**config.mk**
```make
export PLATFORM = sky130hd
export DESIGN_NAME = gpio_irq_ctrl
export DESIGN_NICKNAME = d
export VERILOG_FILES = /design/src/rtl/gpio_irq_pkg.sv /design/src/rtl/gpio_irq_sync.sv /design/src/rtl/gpio_irq_detect.sv /design/src/rtl/gpio_irq_pend.sv /design/src/rtl/gpio_irq_regs.sv /design/src/rtl/gpio_irq_ctrl.sv
export SDC_FILE = /design/constraint.sdc
export NUM_CORES = 1
export LEC_CHECK = 0
export ABC_AREA = 1
export BUFFER_PORTS_ARGS = -buffer_cell sky130_fd_sc_hd__buf_2
export CELL_PAD_IN_SITES_DETAIL_PLACEMENT = 0
export CELL_PAD_IN_SITES_GLOBAL_PLACEMENT = 1
export CORE_MARGIN = 2
export CORE_UTILIZATION = 45
export CTS_BUF_LIST = sky130_fd_sc_hd__clkbuf_4
export DETAILED_ROUTE_END_ITERATION = 8
export PLACE_DENSITY_LB_ADDON = 0.2
export SKIP_LAST_GASP = 1
export SLEW_MARGIN = 10
export SYNTH_ARGS = -nofsm -noshare
export SYNTH_HDL_FRONTEND = slang
export SYNTH_HIERARCHICAL = 1
export SYNTH_SLANG_ARGS = --single-unit
```
**constraint.sdc**
```tcl
create_clock -name clk -period 2.7 [get_ports clk]
set_clock_uncertainty 0.05 [all_clocks]
set_input_delay 0.135 -clock clk [delete_from_list [all_inputs] [get_ports clk]]
set_output_delay 0.135 -clock clk [all_outputs]
set_load 0.05 [all_outputs]
```
**src/rtl/gpio_irq_pkg.sv**
```systemverilog
package gpio_irq_pkg;

   localparam int BUS_W          = 32;
   localparam int FIELD_W        = 8;
   localparam int LANES_PER_WORD = BUS_W / FIELD_W;
   localparam int IRQ_EN_BIT     = 7;
   localparam int TRIG_W         = 3;

   typedef enum logic [TRIG_W-1:0] {
      TRIG_LVL_LO = 3'd0,
      TRIG_LVL_HI = 3'd1,
      TRIG_FALL   = 3'd2,
      TRIG_RISE   = 3'd3,
      TRIG_BOTH   = 3'd4
   } trig_e;

   // Decide whether a pin's trigger condition holds this cycle.
   function automatic logic trig_fire(input logic [TRIG_W-1:0] code,
                                      input logic now_v,
                                      input logic old_v);
      logic hit;
      case (code)
         TRIG_LVL_LO: hit = !now_v;
         TRIG_LVL_HI: hit = now_v;
         TRIG_FALL:   hit = old_v && !now_v;
         TRIG_RISE:   hit = !old_v && now_v;
         TRIG_BOTH:   hit = old_v ^ now_v;
         default:     hit = 1'b0;
      endcase
      return hit;
   endfunction

endpackage

```
**src/rtl/gpio_irq_sync.sv**
```systemverilog
module gpio_irq_sync #(
   parameter int WIDTH  = 20,
   parameter int STAGES = 2
) (
   input  logic             clk,
   input  logic             rst_n,
   input  logic [WIDTH-1:0] d,
   output logic [WIDTH-1:0] q
);

   if (STAGES < 2) begin : g_bad_stages
      $error("gpio_irq_sync: STAGES must be at least 2");
   end
   if (WIDTH < 1) begin : g_bad_width
      $error("gpio_irq_sync: WIDTH must be positive");
   end

   logic [STAGES-1:0][WIDTH-1:0] chain;

   always_ff @(posedge clk or negedge rst_n) begin
      if (!rst_n) begin
         chain <= '0;
      end else begin
         chain[0] <= d;
         for (int s = 1; s < STAGES; s++) begin
            chain[s] <= chain[s-1];
         end
      end
   end

   assign q = chain[STAGES-1];

endmodule

```
**src/rtl/gpio_irq_detect.sv**
```systemverilog
module gpio_irq_detect
   import gpio_irq_pkg::*;
#(
   parameter int WIDTH = 20
) (
   input  logic                         clk,
   input  logic                         rst_n,
   input  logic [WIDTH-1:0]             lvl,
   input  logic [WIDTH-1:0][TRIG_W-1:0] code,
   output logic [WIDTH-1:0]             evt
);

   logic [WIDTH-1:0] prev;

   always_ff @(posedge clk or negedge rst_n) begin
      if (!rst_n) prev <= '0;
      else        prev <= lvl;
   end

   for (genvar i = 0; i < WIDTH; i++) begin : g_pin
      assign evt[i] = trig_fire(code[i], lvl[i], prev[i]);

      AST_RISE_NEEDS_LOW_BEFORE: assert property (@(posedge clk) disable iff (!rst_n)
         (code[i] == TRIG_RISE && evt[i]) |-> (lvl[i] && !$past(lvl[i])));
      AST_RESERVED_QUIET: assert property (@(posedge clk) disable iff (!rst_n)
         (code[i] > TRIG_BOTH) |-> !evt[i]);
   end

endmodule

```
**src/rtl/gpio_irq_pend.sv**
```systemverilog
module gpio_irq_pend #(
   parameter int WIDTH   = 20,
   parameter bit IRQ_REG = 1'b0
) (
   input  logic             clk,
   input  logic             rst_n,
   input  logic [WIDTH-1:0] evt,
   input  logic [WIDTH-1:0] clr,
   input  logic [WIDTH-1:0] mask,
   output logic [WIDTH-1:0] pend,
   output logic             irq
);

   always_ff @(posedge clk or negedge rst_n) begin
      if (!rst_n) pend <= '0;
      else        pend <= (pend & ~clr) | evt;
   end

   if (IRQ_REG) begin : g_irq_flop
      always_ff @(posedge clk or negedge rst_n) begin
         if (!rst_n) irq <= 1'b0;
         else        irq <= |(pend & mask);
      end
   end else begin : g_irq_comb
      assign irq = |(pend & mask);
   end

   for (genvar i = 0; i < WIDTH; i++) begin : g_chk
      AST_EVENT_LATCHES: assert property (@(posedge clk) disable iff (!rst_n)
         evt[i] |=> pend[i]);
      AST_NO_SET_WITHOUT_EVENT: assert property (@(posedge clk) disable iff (!rst_n)
         (!pend[i] && !evt[i]) |=> !pend[i]);
      AST_W1C_CLEARS: assert property (@(posedge clk) disable iff (!rst_n)
         (clr[i] && !evt[i]) |=> !pend[i]);
      AST_W0_KEEPS: assert property (@(posedge clk) disable iff (!rst_n)
         (pend[i] && !clr[i]) |=> pend[i]);
   end

endmodule

```
**src/rtl/gpio_irq_regs.sv**
```systemverilog
module gpio_irq_regs
   import gpio_irq_pkg::*;
#(
   parameter int WIDTH        = 20,
   parameter int ADDR_W       = 12,
   parameter int OFF_EN       = 'h000,
   parameter int OFF_DIR      = 'h004,
   parameter int OFF_PULL_EN  = 'h008,
   parameter int OFF_PULL_SEL = 'h00C,
   parameter int OFF_PEND     = 'h010,
   parameter int OFF_CFG      = 'h040
) (
   input  logic                          clk,
   input  logic                          rst_n,
   input  logic                          bus_wr,
   input  logic                          bus_rd,
   input  logic [ADDR_W-1:0]             bus_addr,
   input  logic [BUS_W-1:0]              bus_wdata,
   output logic [BUS_W-1:0]              bus_rdata,
   input  logic [WIDTH-1:0]              pend,
   output logic [WIDTH-1:0]              pend_clr,
   output logic [WIDTH-1:0]              en_q,
   output logic [WIDTH-1:0]              dir_q,
   output logic [WIDTH-1:0]              pe_q,
   output logic [WIDTH-1:0]              ps_q,
   output logic [WIDTH-1:0][FIELD_W-1:0] cfg_q
);

   localparam int NUM_CFG = (WIDTH + LANES_PER_WORD - 1) / LANES_PER_WORD;
   localparam int CFG_END = OFF_CFG + 4 * NUM_CFG;

   if (WIDTH < 1 || WIDTH > BUS_W) begin : g_bad_width
      $error("gpio_irq_regs: WIDTH must be 1..32");
   end
   if ((OFF_EN % 4) != 0 || (OFF_DIR % 4) != 0 || (OFF_PULL_EN % 4) != 0 ||
       (OFF_PULL_SEL % 4) != 0 || (OFF_PEND % 4) != 0 || (OFF_CFG % 4) != 0) begin : g_bad_align
      $error("gpio_irq_regs: register offsets must be word aligned");
   end
   if (CFG_END > (1 << ADDR_W)) begin : g_bad_addr
      $error("gpio_irq_regs: ADDR_W too small for the configuration window");
   end

   logic hit_en, hit_dir, hit_pe, hit_ps, hit_pend;

   assign hit_en   = bus_wr && (bus_addr == ADDR_W'(OFF_EN));
   assign hit_dir  = bus_wr && (bus_addr == ADDR_W'(OFF_DIR));
   assign hit_pe   = bus_wr && (bus_addr == ADDR_W'(OFF_PULL_EN));
   assign hit_ps   = bus_wr && (bus_addr == ADDR_W'(OFF_PULL_SEL));
   assign hit_pend = bus_wr && (bus_addr == ADDR_W'(OFF_PEND));

   assign pend_clr = hit_pend ? bus_wdata[WIDTH-1:0] : '0;

   always_ff @(posedge clk or negedge rst_n) begin
      if (!rst_n) begin
         en_q  <= '0;
         dir_q <= '0;
         pe_q  <= '0;
         ps_q  <= '0;
      end else begin
         if (hit_en)  en_q  <= bus_wdata[WIDTH-1:0];
         if (hit_dir) dir_q <= bus_wdata[WIDTH-1:0];
         if (hit_pe)  pe_q  <= bus_wdata[WIDTH-1:0];
         if (hit_ps)  ps_q  <= bus_wdata[WIDTH-1:0];
      end
   end

   // One byte lane per pin; pin i sits in word i/4, lane i%4.
   always_ff @(posedge clk or negedge rst_n) begin
      if (!rst_n) begin
         cfg_q <= '0;
      end else if (bus_wr) begin
         for (int i = 0; i < WIDTH; i++) begin
            if (bus_addr == ADDR_W'(OFF_CFG + 4 * (i / LANES_PER_WORD)))
               cfg_q[i] <= bus_wdata[(i % LANES_PER_WORD) * FIELD_W +: FIELD_W];
         end
      end
   end

   logic [NUM_CFG-1:0][BUS_W-1:0] cfg_word;

   always_comb begin
      cfg_word = '0;
      for (int i = 0; i < WIDTH; i++) begin
         cfg_word[i / LANES_PER_WORD][(i % LANES_PER_WORD) * FIELD_W +: FIELD_W] = cfg_q[i];
      end
   end

   logic [BUS_W-1:0] rd_mux;

   always_comb begin
      rd_mux = '0;
      if (bus_addr == ADDR_W'(OFF_EN))       rd_mux = BUS_W'(en_q);
      if (bus_addr == ADDR_W'(OFF_DIR))      rd_mux = BUS_W'(dir_q);
      if (bus_addr == ADDR_W'(OFF_PULL_EN))  rd_mux = BUS_W'(pe_q);
      if (bus_addr == ADDR_W'(OFF_PULL_SEL)) rd_mux = BUS_W'(ps_q);
      if (bus_addr == ADDR_W'(OFF_PEND))     rd_mux = BUS_W'(pend);
      for (int k = 0; k < NUM_CFG; k++) begin
         if (bus_addr == ADDR_W'(OFF_CFG + 4 * k)) rd_mux = cfg_word[k];
      end
   end

   always_ff @(posedge clk or negedge rst_n) begin
      if (!rst_n)      bus_rdata <= '0;
      else if (bus_rd) bus_rdata <= rd_mux;
   end

   AST_EN_WRITE_LANDS: assert property (@(posedge clk) disable iff (!rst_n)
      hit_en |=> (en_q == $past(bus_wdata[WIDTH-1:0])));
   AST_CFG_ONLY_ON_WRITE: assert property (@(posedge clk) disable iff (!rst_n)
      !bus_wr |=> $stable(cfg_q));
   AST_RDATA_HOLDS: assert property (@(posedge clk) disable iff (!rst_n)
      !bus_rd |=> $stable(bus_rdata));

endmodule

```
**src/rtl/gpio_irq_ctrl.sv**
```systemverilog
module gpio_irq_ctrl
   import gpio_irq_pkg::*;
#(
   parameter int NUM_PINS     = 20,
   parameter int ADDR_W       = 12,
   parameter int SYNC_STAGES  = 2,
   parameter bit IRQ_REG      = 1'b0,
   parameter int OFF_EN       = 'h000,
   parameter int OFF_DIR      = 'h004,
   parameter int OFF_PULL_EN  = 'h008,
   parameter int OFF_PULL_SEL = 'h00C,
   parameter int OFF_PEND     = 'h010,
   parameter int OFF_CFG      = 'h040
) (
   input  logic                clk,
   input  logic                rst_n,
   input  logic                bus_wr,
   input  logic                bus_rd,
   input  logic [ADDR_W-1:0]   bus_addr,
   input  logic [31:0]         bus_wdata,
   output logic [31:0]         bus_rdata,
   input  logic [NUM_PINS-1:0] pin_in,
   output logic [NUM_PINS-1:0] pin_en,
   output logic [NUM_PINS-1:0] pin_dir,
   output logic [NUM_PINS-1:0] pull_en,
   output logic [NUM_PINS-1:0] pull_up,
   output logic                irq
);

   logic [NUM_PINS-1:0]              lvl_sync;
   logic [NUM_PINS-1:0]              evt;
   logic [NUM_PINS-1:0]              pend;
   logic [NUM_PINS-1:0]              pend_clr;
   logic [NUM_PINS-1:0]              irq_mask;
   logic [NUM_PINS-1:0][FIELD_W-1:0] cfg;
   logic [NUM_PINS-1:0][TRIG_W-1:0]  trig_code;

   for (genvar i = 0; i < NUM_PINS; i++) begin : g_field
      assign trig_code[i] = cfg[i][TRIG_W-1:0];
      assign irq_mask[i]  = cfg[i][IRQ_EN_BIT];
   end

   gpio_irq_regs #(
      .WIDTH(NUM_PINS), .ADDR_W(ADDR_W),
      .OFF_EN(OFF_EN), .OFF_DIR(OFF_DIR), .OFF_PULL_EN(OFF_PULL_EN),
      .OFF_PULL_SEL(OFF_PULL_SEL), .OFF_PEND(OFF_PEND), .OFF_CFG(OFF_CFG)
   ) u_regs (
      .clk(clk), .rst_n(rst_n),
      .bus_wr(bus_wr), .bus_rd(bus_rd), .bus_addr(bus_addr),
      .bus_wdata(bus_wdata), .bus_rdata(bus_rdata),
      .pend(pend), .pend_clr(pend_clr),
      .en_q(pin_en), .dir_q(pin_dir), .pe_q(pull_en), .ps_q(pull_up),
      .cfg_q(cfg)
   );

   gpio_irq_sync #(.WIDTH(NUM_PINS), .STAGES(SYNC_STAGES)) u_sync (
      .clk(clk), .rst_n(rst_n), .d(pin_in), .q(lvl_sync)
   );

   gpio_irq_detect #(.WIDTH(NUM_PINS)) u_detect (
      .clk(clk), .rst_n(rst_n), .lvl(lvl_sync), .code(trig_code), .evt(evt)
   );

   gpio_irq_pend #(.WIDTH(NUM_PINS), .IRQ_REG(IRQ_REG)) u_pend (
      .clk(clk), .rst_n(rst_n), .evt(evt), .clr(pend_clr),
      .mask(irq_mask), .pend(pend), .irq(irq)
   );

   if (IRQ_REG) begin : g_chk_reg
      AST_IRQ_HAS_SOURCE: assert property (@(posedge clk) disable iff (!rst_n)
         irq |-> $past(|pend));
   end else begin : g_chk_comb
      AST_IRQ_HAS_SOURCE: assert property (@(posedge clk) disable iff (!rst_n)
         irq |-> (|pend));
   end

endmodule

```
==> impl_metrics.json <==
{
  "holdWs_ps": 66.0,
  "num_io_pins": 181,
  "routedWlPerCell_um": 17.9,
  "grt_pass1_wl_um": 82600,
  "post-route-util_pct": 55.1,
  "startpoint": "u_pend/pend[3]$_DFF_PN0_",
  "power.total_mw": 10.8,
  "place_ws_ps": 345,
  "gp_congestion": 0.872,
  "htreeDepth": 3,
  "synth_area_leaders": "dfrtp_1 53%, nand2_1 16%, inv_1 6.6%",
  "setup_slack_ps": 516,
  "cts_hold_repair.buffers": 80,
  "path_cells": "nand2_1 -> nand2_1 -> nor2_1 -> nand2_1 -> nor2_1 -> nand2_1 -> buf_2",
  "finalSetupViolCount": 0,
  "startpoint_type": "flop",
  "area_growth_pct": 20.3,
  "firstDrtPassIters": 6,
  "track_usage_pct": 28.0,
  "synth_edf_count": 0,
  "r2r-end": "u_regs/bus_rdata[3]$_DFFE_PN0P_",
  "yosys_register_bits": 352,
  "synth.largest_area_cell": "dfrtp_1",
  "dp_cells": 2695,
  "ff2ff_path_depth": 8,
  "postSynthNetCount": 2213,
  "final_area_um2": 20200,
  "postRouteAntennaNets": 0,
  "min_from": "bus_addr[7]",
  "worst_skew_pair.late_latency_ps": 780,
  "hold_viol": 0,
  "cts_resized": 0,
  "grt_pass1_vias": 14831,
  "fmax_mhz": 458,
  "clk_pin_slew_ps": 70,
  "drv_slew": 0,
  "crit_top_cell": "nand2_1",
  "async_flop_share_pct": 100,
  "vdd_drop_max_mv": 0.329,
  "grt_overflow": 0,
  "tightest_slew_ps": 698,
  "clkSinkCount": 352,
  "ys_seq_area_share_pct": 52.5,
  "maxCapViolCount": 0,
  "wirelength_um": 52800,
  "hp-class": "in2reg",
  "initial_core_util_pct": 45.8,
  "arrival_ps": 2000,
  "clockBufferDepth": 3,
  "cp_slowest_cell": "dfrtp_1",
  "worstSetupPathType": "reg2out",
  "dr_total_vias": 14906,
  "layout_commonest_cell": "nand2_1",
  "tns_ps": 0,
  "detailed_place_hpwl_um": 36100,
  "grt_max_degree": 68,
  "crit_path_end_kind": "output pin",
  "mostFrequentLayoutCells": "707 x nand2_1, 352 x dfrtp_1, 293 x inv_1",
  "placed_area_um2": 18100,
  "yosysWarnings": 6,
  "synth_area_um2": 16800,
  "dieArea_um2": 38800,
  "design.core.area_um2": 36600,
  "rsz0062_at_grt": "false",
  "remaining_drc_errors": 0,
  "hold_end": "u_regs/cfg_q[159]$_DFFE_PN0P_",
  "synth_cell_type_count": 30,
  "layout.nets": 2517,
  "cp.required_ps": 2520,
  "die_w_um": 197,
  "r2r_start": "u_regs/dir_q[3]$_DFFE_PN0P_",
  "finalCriticalPeriod_ps": 2180,
  "fin_cells": 2949,
  "powerDensity_nw_per_um2": 536,
  "netlist_instances": 2105,
  "rows": 70,
  "cts_tree": "built",
  "ys.flop_type": "dfrtp_1",
  "root_buffer": "clkbuf_4",
  "die_h_um": 197,
  "synth.top_cell.area_share_pct": 52.5,
  "drive_gt1_share_pct": 17.1,
  "fin_crit_sh_pct": 80.9,
  "r2r_slack_ps": 1190,
  "avgSynthCellArea_um2": 7.96,
  "cp_slowest_stage_delay_ps": 460,
  "antenna_found_initial": 2,
  "vias_per_cell": 5.05,
  "power_leakage_nw": 10.6,
  "numCtsBuffers": 100,
  "numPortBuffers": 180,
  "drt_iter0_drc": 921,
  "crit_fanout": 3,
  "holdPathStages": 6,
  "outcome": "complete, no violations",
  "cts_setup_buffers": 0,
  "max-slew-margin-rel_pct": 53.2
}
## kinds of logic (layout without fill, tap and decap cells)
| group | Yosys count | in the layout | synth area share [%] |
|---|---|---|---|
| other | 0 | 1 | 0 |
| buffers and inverters | 411 | 786 | 10.0 |
| AO/OA/AOI/OAI | 314 | 314 | 9.87 |
| adder cells (fa/ha/maj) | 40 | 40 | 2.99 |
| AND/OR/NAND/NOR | 988 | 988 | 24.6 |
| flip-flops | 352 | 352 | 52.5 |
## critical path, delay by kind of cell (launching register included)
family	cells	cell delay (ps)
DFF	1	460
and+or+nand+nor	6	550
buffers and inverters	1	230
## how the worst max path moves through the flow
stage | end | slack, ps | cells past startpoint
after floorplan | u_regs/en_q[16]$_DFFE_PN0P_ | 1240 | 9
after global routing | irq | 390 | 7
final | irq | 520 | 7
after CTS | irq | 450 | 7
after global placement | u_regs/bus_rdata[18]$_DFFE_PN0P_ | 380 | 13
after detailed placement | u_regs/bus_rdata[18]$_DFFE_PN0P_ | 350 | 13
## final cells by class
cell class	instances	area, um^2
Timing Repair Buffer	302	2110
Sequential cell	352	8810
Multi-Input combinational cell	1342	6270
Inverter	311	1170
Clock inverter	21	81.3
Antenna cell	1	2.50
Tap cell	468	586
Fill cell	3504	16400
Clock buffer	152	1140
## where the power goes
group | switching, mW | total [mW] | leakage, nW | internal (mW)
clock network | 2.26 | 4.79 | 0.740 | 2.53
logic | 0.416 | 0.636 | 5.24 | 0.220
registers | 0.0458 | 5.38 | 4.67 | 5.34
total | 2.72 | 10.8 | 10.6 | 8.09
## routing by layer
metal	up-vias	routed length [um]	track usage [%]
li1	7228	-	-
met1	7057	22600	36.3
met2	477	25000	45.8
met3	144	2970	5.28
met4	0	2200	12.7
met5	-	0	0
## state kept, by name, indices dropped and copies added (netlist names)
register	cells
u_detect/prev	20
u_pend/pend	20
u_regs/bus_rdata	32
u_regs/cfg_q	160
u_regs/dir_q	20
u_regs/en_q	20
u_regs/pe_q	20
u_regs/ps_q	20
u_sync/chain	20
u_sync/q	20
## synthesized netlist by cell type, types with 2 or more instances
| cell | n |
|---|---|
| nand2_1 | 707 |
| nand4_1 | 37 |
| ha_1 | 40 |
| buf_1 | 2 |
| nor2_2 | 3 |
| o21ai_1 | 108 |
| nor3_2 | 4 |
| o21ai_0 | 174 |
| buf_4 | 24 |
| nand2_2 | 7 |
| clkbuf_1 | 41 |
| dfrtp_1 | 352 |
| buf_2 | 32 |
| nor2_1 | 106 |
| inv_1 | 293 |
| nor2_4 | 7 |
| o221ai_1 | 9 |
| nand3_2 | 2 |
| nor3_1 | 3 |
| inv_2 | 17 |
| nand3_1 | 107 |
| a21oi_1 | 3 |
| o21bai_1 | 20 |
No activity file was read; power rests on OpenSTA's default activity.
